<file path="config.mk">
export PLATFORM = sky130hd
export DESIGN_NAME = hbin_norm
export DESIGN_NICKNAME = d
export VERILOG_FILES = /design/src/rtl/hbin_pkg.sv /design/src/rtl/hbin_phase_track.sv /design/src/rtl/hbin_pair_sum.sv /design/src/rtl/hbin_sat_reg.sv /design/src/rtl/hbin_norm.sv
export SDC_FILE = /design/constraint.sdc
export NUM_CORES = 1
export LEC_CHECK = 0
export BUFFER_PORTS_ARGS = -buffer_cell sky130_fd_sc_hd__buf_2
export CORE_MARGIN = 8
export CORE_UTILIZATION = 40
export CTS_BUF_LIST = sky130_fd_sc_hd__clkbuf_8 sky130_fd_sc_hd__clkbuf_16
export DETAILED_ROUTE_END_ITERATION = 12
export GPL_TIMING_DRIVEN = 0
export MAX_ROUTING_LAYER = met4
export PLACE_DENSITY = 0.56
export SYNTH_ARGS = -nofsm -noshare
export SYNTH_HDL_FRONTEND = slang
export SYNTH_SLANG_ARGS = --single-unit
export TNS_END_PERCENT = 30
</file>
<file path="constraint.sdc">
create_clock -name clk -period 5.2 [get_ports clk]
set_input_delay 0 -clock clk [delete_from_list [all_inputs] [get_ports clk]]
set_output_delay 0 -clock clk [all_outputs]
set_load 0.01 [all_outputs]
</file>
<file path="src/rtl/hbin_pkg.sv">
package hbin_pkg;
  typedef enum logic {
    MODE_FULL = 1'b0,
    MODE_BIN  = 1'b1
  } bin_mode_e;

  localparam int GROUP_COLS = 4;
  localparam int POS_W      = $clog2(GROUP_COLS);
  localparam int NORM_SHIFT = 2;
endpackage

</file>
<file path="src/rtl/hbin_phase_track.sv">
module hbin_phase_track
  import hbin_pkg::*;
(
  input  logic             clk,
  input  logic             rst,
  input  logic             in_valid,
  input  logic             in_first,
  input  logic             mode_req,
  output logic [POS_W-1:0] col_pos,
  output bin_mode_e        mode_cur
);
  logic [POS_W-1:0] pos_q;
  bin_mode_e        mode_q;

  // a line-start sample is column 0 and carries the mode for the line
  assign col_pos  = in_first ? '0 : pos_q;
  assign mode_cur = in_first ? bin_mode_e'(mode_req) : mode_q;

  always_ff @(posedge clk) begin
    if (rst) begin
      pos_q  <= '0;
      mode_q <= MODE_FULL;
    end else if (in_valid) begin
      pos_q <= col_pos + POS_W'(1);
      if (in_first) mode_q <= bin_mode_e'(mode_req);
    end
  end

  AST_MODE_STICKY: assert property (@(posedge clk) disable iff (rst)
    !(in_valid && in_first) |=> $stable(mode_q));
  AST_POS_STALL: assert property (@(posedge clk) disable iff (rst)
    !in_valid |=> $stable(pos_q));
endmodule

</file>
<file path="src/rtl/hbin_pair_sum.sv">
module hbin_pair_sum
  import hbin_pkg::*;
#(
  parameter int IN_W = 13
) (
  input  logic             clk,
  input  logic             rst,
  input  logic             in_valid,
  input  logic [IN_W-1:0]  in_code,
  input  logic [POS_W-1:0] col_pos,
  input  bin_mode_e        mode_cur,
  output logic             emit,
  output logic [IN_W:0]    norm_val,
  output logic             color
);
  localparam int LANES = GROUP_COLS / 2;
  localparam int LANE_W = $clog2(LANES);

  logic [IN_W-1:0] hold_q [LANES];
  logic [IN_W:0]   pair_sum;
  logic [LANE_W-1:0] lane;
  logic            second_half;

  assign lane        = col_pos[LANE_W-1:0];
  assign second_half = col_pos[POS_W-1];

  // one holding register per color lane, filled by the first half of a group
  for (genvar g = 0; g < LANES; g++) begin : g_lane
    always_ff @(posedge clk) begin
      if (rst)
        hold_q[g] <= '0;
      else if (in_valid && !second_half && lane == LANE_W'(g))
        hold_q[g] <= in_code;
    end
  end

  assign pair_sum = {1'b0, hold_q[lane]} + {1'b0, in_code};

  always_comb begin
    if (mode_cur == MODE_BIN) begin
      emit     = in_valid && second_half;
      norm_val = pair_sum >> NORM_SHIFT;
    end else begin
      emit     = in_valid;
      norm_val = {1'b0, in_code};
    end
  end

  assign color = col_pos[0];

  AST_BIN_FIRST_HALF_QUIET: assert property (@(posedge clk) disable iff (rst)
    (mode_cur == MODE_BIN && !second_half) |-> !emit);
endmodule

</file>
<file path="src/rtl/hbin_sat_reg.sv">
module hbin_sat_reg #(
  parameter int IN_W  = 13,
  parameter int OUT_W = 12
) (
  input  logic             clk,
  input  logic             rst,
  input  logic             emit,
  input  logic [IN_W:0]    norm_val,
  input  logic             color,
  output logic             out_valid,
  output logic [OUT_W-1:0] out_code,
  output logic             out_color
);
  localparam logic [IN_W:0] LIMIT = (IN_W+1)'((64'd1 << OUT_W) - 64'd1);

  logic [OUT_W-1:0] sat_val;

  assign sat_val = (norm_val > LIMIT) ? '1 : norm_val[OUT_W-1:0];

  always_ff @(posedge clk) begin
    if (rst) begin
      out_valid <= 1'b0;
      out_code  <= '0;
      out_color <= 1'b0;
    end else begin
      out_valid <= emit;
      if (emit) begin
        out_code  <= sat_val;
        out_color <= color;
      end
    end
  end

  AST_SAT_CEILING: assert property (@(posedge clk) disable iff (rst)
    (emit && norm_val > LIMIT) |=> (out_code == {OUT_W{1'b1}}));
endmodule

</file>
<file path="src/rtl/hbin_norm.sv">
module hbin_norm
  import hbin_pkg::*;
#(
  parameter int IN_W  = 13,
  parameter int OUT_W = 12
) (
  input  logic             clk,
  input  logic             rst,
  input  logic             in_valid,
  input  logic             in_first,
  input  logic             in_bin,
  input  logic [IN_W-1:0]  in_code,
  output logic             out_valid,
  output logic [OUT_W-1:0] out_code,
  output logic             out_color
);
  logic [POS_W-1:0] col_pos;
  bin_mode_e        mode_cur;
  logic             emit;
  logic [IN_W:0]    norm_val;
  logic             color;

  hbin_phase_track u_track (
    .clk      (clk),
    .rst      (rst),
    .in_valid (in_valid),
    .in_first (in_first),
    .mode_req (in_bin),
    .col_pos  (col_pos),
    .mode_cur (mode_cur)
  );

  hbin_pair_sum #(.IN_W(IN_W)) u_sum (
    .clk      (clk),
    .rst      (rst),
    .in_valid (in_valid),
    .in_code  (in_code),
    .col_pos  (col_pos),
    .mode_cur (mode_cur),
    .emit     (emit),
    .norm_val (norm_val),
    .color    (color)
  );

  hbin_sat_reg #(.IN_W(IN_W), .OUT_W(OUT_W)) u_out (
    .clk       (clk),
    .rst       (rst),
    .emit      (emit),
    .norm_val  (norm_val),
    .color     (color),
    .out_valid (out_valid),
    .out_code  (out_code),
    .out_color (out_color)
  );

  AST_FULL_ONE_CYCLE: assert property (@(posedge clk) disable iff (rst)
    (in_valid && mode_cur == MODE_FULL) |=> (out_valid && out_color == $past(col_pos[0])));
  AST_IDLE_QUIET: assert property (@(posedge clk) disable iff (rst)
    !in_valid |=> !out_valid);
  AST_BIN_SECOND_HALF_EMITS: assert property (@(posedge clk) disable iff (rst)
    (in_valid && mode_cur == MODE_BIN && col_pos[POS_W-1]) |=> out_valid);
endmodule

</file>
# Word level (Yosys, flattened, before mapping)
# Memories as Yosys holds them, arrays and structs flattened.
# Cells that the tools add are included.
# classes
reduce_logical,5
order_cmp,1
bitwise_logic,3
addsub,2
mux,15
# ops
operator,count
$mux W13,3
$add A13 B13 Y14,1
$gt A13 B12 Y1 const B,1
$mux W12,1
$mux W1,10
$logic_and A1 B1 Y1,4
$add A2 B1 Y2 const B,1
$mux W2,1
$or A1 B1 Y1,2
$logic_not A1 Y1,1
$not A1 Y1,1
# word_totals
register_bits,17
output_inout_bits,14
input_bits,18
n_memories,1
ram_bits,26
# memory_table
memory,depth,word_bits,read_ports,rd_ports_with_merged_regs,wr,line_no,text
u_sum.hold_q,2,13,1,0,2,hbin_pair_sum.sv:19,logic [IN_W-1:0] hold_q [LANES];

# Logic depth before layout (Yosys ltp)
# logic_depth
depth_word,8
mapped_depth,11

# By module
# Synthesis repeated with hierarchy kept, for this count alone.
# hier_totals
hier_cells,253
area_unflattened_um2,2750.1
# modules_own_cells
module,seq_area_each_um2,area_each_um2,n_inst,cells_per_inst
hbin_pair_sum,780.7,1940.6,1,179
hbin_sat_reg,280.3,653.1,1,59
hbin_phase_track,60.1,156.4,1,15

# Worst setup path before layout
# No wires, ideal clock.
# synth_timing
kind,register to register
start,register u_track.pos_q[0]
end,register u_out.out_code[6]
setup_slack_ns,2.310
path_buffers,2
arrival_ns,2.787
synth_period_minus_slack_ns,2.890
stages_incl_launch_ff,12
required_ns,5.097
cell_sequence,dfxtp_1 -> nor2b_2 -> buf_6 -> clkbuf_1 -> mux2_2 -> ha_1 -> a21o_1 -> a21oi_1 -> o21ai_4 -> a31oi_1 -> xor2_1 -> a2111oi_2
# synth_between
elab_chain_len,6
# synth_rtl
item,line_no,text
from (decl),hbin_phase_track.sv:12,logic [POS_W-1:0] pos_q;
from (signal assigned),hbin_phase_track.sv:24,pos_q <= col_pos + POS_W'(1);
$mux W2 (*),hbin_phase_track.sv:16,assign col_pos = in_first ? '0 : pos_q;
$mem_v2 Z2 W13 (*),-,
$add A13 B13 Y14 (*),hbin_pair_sum.sv:37,"assign pair_sum = {1'b0, hold_q[lane]} + {1'b0, in_code};"
$mux W13 (*),hbin_pair_sum.sv:40,if (mode_cur == MODE_BIN) begin
$gt A13 B12 Y1,hbin_sat_reg.sv:18,assign sat_val = (norm_val > LIMIT) ? '1 : norm_val[OUT_W-1:0];
$mux W12 (*),hbin_sat_reg.sv:18,
to (signal assigned),hbin_sat_reg.sv:28,out_code <= sat_val;
to (decl),hbin_sat_reg.sv:11,"output logic [OUT_W-1:0] out_code,"
# Every way passes the cells marked *; elsewhere a longest branch is shown, timed or not.
# A chain may end at the register's enable or synchronous reset.

# Final worst setup path
# Same ends and word-level chain as after synthesis.

==> impl_results.md <==
* Cells after Synth at 247
* Headroom to the max-slew limit at 0.497
* Post-Synth Simple-Gate Area at 0.197
* Vert. Die Dim at 95.3 µm
* Synth top area share at 0.310
* Synth Area in Adders at 0.0696
* Via count at 1956
* Vias in the first global route at 1843
* Final Skew at 0.0101 ns
* Post-DR wirelength/cell at 17.3 µm
* Leading area contributor after synthesis: edfxtp_1
* Worst-case clock buffer depth at 2
* Uppermost layer routed: met4
* CP max-delay cell: clkbuf_1
* Worst-path clk slew at 0.09 ns
* Final Slew Violations at 0
* Htree depth at 2
* Num rows at 29
* Multiplexer area fraction after synthesis at 0.0746
* Root Buffer: clkbuf_8
* CP arrival at 3.66 ns
* Setup TNS at 0 ns
* Worst Tran Pin Value at 0.755 ns
* Layout cell share with drive strength beyond 1 at 0.207
* Antenna cells at 0
* Sequential power share at 0.477
* Placement Setup Slack at 1.79 ns
* Crit path cell chain: nor2b_2 > buf_6 > clkbuf_1 > mux2_2 > ha_1 > a21o_1 > a21oi_1 > o21ai_4 > a31oi_1 > xor2_1 > a2111oi_2
* TritonRoute pass-1 iters at 4
* TritonCTS clock tree: built
* Layout area overhead at 13.9%
* Post-synth ARST share at 0
* Kind of cell adding the most delay to the critical path: compound AO/OA/AOI/OAI gates
* Switch Pwr at 0.242 mW
* GRT Util Overall at 0.148
* Metal-1 WL at 2.94 mm
* Comb pwr share at 0.232
* Post-synth top flop: edfxtp_1
* Synth Area in XOR/XNOR at 0.0278
* Maxcap violations at 0
* Peak supply drop at 0.123 mV
* Seq/Total Area, Yosys at 0.445
* # IOs at 32
* Power per Cell Area at 289 nW/µm²
* Int Power at 0.586 mW
* CTS Buf Count at 5
* Routability cong. at 0.844
* Crit Path Max Fanout at 10
* RSZ-0062 raised after global routing: false
* Critical path type: reg -> reg
* Hold Crit Class: in -> reg
* Complex-gate fraction of the synthesized area at 0.167
* Largest family of logic cells by synthesized area: simple AND/OR/NAND/NOR gates
* Sw frac at 0.292
* WL met3 at 327 µm
* Yosys reg bits at 43
* PnR worst setup slack at 1.73 ns
* Syn. warnings at 0
* Outcome: completed
* Cts hold-fix bufs at 0
* Residual DRC at 0
* Worst skew pair latency at 0.31 ns
* Buffers & Inverters on Critical Path at 2
* Hold Fails Final Rpt at 0
* Clock power frac at 0.291
* Largest net degree at the start of global routing at 14
* EDFF count, synth at 26
* WL final at 6.28 mm
* Post-synth net total at 279
* # setup viols final at 0
* DIE AREA at 9090 µm²
* Core Area at 6200 µm²
* FMAX at 288 MHz
* Antenna violations before repair at 0
* CP endpoint kind: flip-flop
* Syn Area/Cell at 10.2 µm²
* Fin crit share at 0.667
* Grt total ovfl at 0
* Post-cts repair resize count at 0
* DRT iter0 DRCs at 130
* Post-DP HPWL at 4.48 mm
* Req. time, crit path at 5.40 ns
* Synth top cells by count: and2_1, nor2_1, edfxtp_1, dfxtp_1, ha_1
* Met2 WL at 2.89 mm
* Delay of the slowest critical-path stage at 0.59 ns
* Synth Cell Area at 2520 µm²
* Clock Sinks at 43
* Largest cells by area after synthesis: edfxtp_1, dfxtp_1, and2_1
* Vias per cell at 5.40
* Post-CTS setup buffer count at 0
* Starting density of the core at 0.406
* Post-route ant nets at 0
* Synth unique cells at 44
* PortBufs at 30
* Leakage Power at 1.19 nW
* Global-route wire length before repair at 9.77 mm
* Fin nets at 316
* Chip Width at 95.3 µm
* CP startpoint kind: flip-flop
* Tmin final at 3.47 ns
## cell usage in the layout (no fill, tap or decap), drive strengths merged, types with 13 or more instances in the layout
| master | instances |
|---|---|
| a21oi | 13 |
| ha | 14 |
| dfxtp | 17 |
| and2 | 29 |
| edfxtp | 26 |
| o21ai | 13 |
| nor2 | 29 |
| clkbuf | 17 |
| buf | 31 |
## sequential cells by signal (all words and copies together) (netlist names)
name / count
u_out.out_code: 12
u_out.out_color: 1
u_out.out_valid: 1
u_sum.hold_q: 26
u_track.mode_q: 1
u_track.pos_q: 2
## cell families (layout without fill, tap and decap cells)
group,count (synthesis),in the layout
AND/OR/NAND/NOR,97,97
AO/OA/AOI/OAI,58,58
flip-flops,43,43
multiplexers,16,16
adder cells (fa/ha/maj),14,14
buffers and inverters,11,49
XOR/XNOR,8,8
## through the flow
step                      cell area [µm²]  cells  hold slack, ns  utilization  total power, mW
final                                2870    362          0.0205        0.462            0.828
after global routing                 2870    362          0.0174        0.462            0.871
after CTS                            2870    362          0.0153        0.462            0.832
after detailed placement             2760    354           0.332        0.445            0.595
after global placement               2760    354           0.329        0.445            0.593
after floorplan                      2520    247           0.188            -            0.537
## final timing paths
kind,from,end,slack [ns],depth (start not counted)
max,u_track.pos_q[0],u_out.out_code[6],1.73,11
min,in_bin,u_track.mode_q,0.02,3
max reg2reg,u_track.pos_q[0],u_out.out_code[6],1.73,11
min reg2reg,u_out.out_color,u_out.out_color,0.49,2
## worst min-delay path: stages
cell and delay [ns]:
buf_2 0.09, nand2_1 0.09, a311oi_1 0.10
## per-layer routing
metal | vias to the layer above | GRT usage
met3 | 11 | 0.0291
met4 | 0 | 0.0455
li1 | 979 | -
met5 | - | -
met2 | 45 | 0.226
met1 | 921 | 0.192
## cell type report
class                      instances  area, µm²
timing repair buffer              30        150
tap                               77       96.3
multi-input combinational        193       1350
clock inverter                     1       7.51
buffer                            11       48.8
clock buffer                       7       96.3
fill                             576       3340
sequential                        43       1120
## power by group through the flow
stage / logic [mW] / registers [mW] / clock network (mW)
detailed placement: 0.191 / 0.403 / 0
floorplan: 0.131 / 0.406 / 0
finish: 0.192 / 0.395 / 0.241
global route: 0.213 / 0.398 / 0.259
global placement: 0.191 / 0.403 / 0
CTS: 0.193 / 0.395 / 0.244
Note: power is estimated with default switching activity, not from simulation.
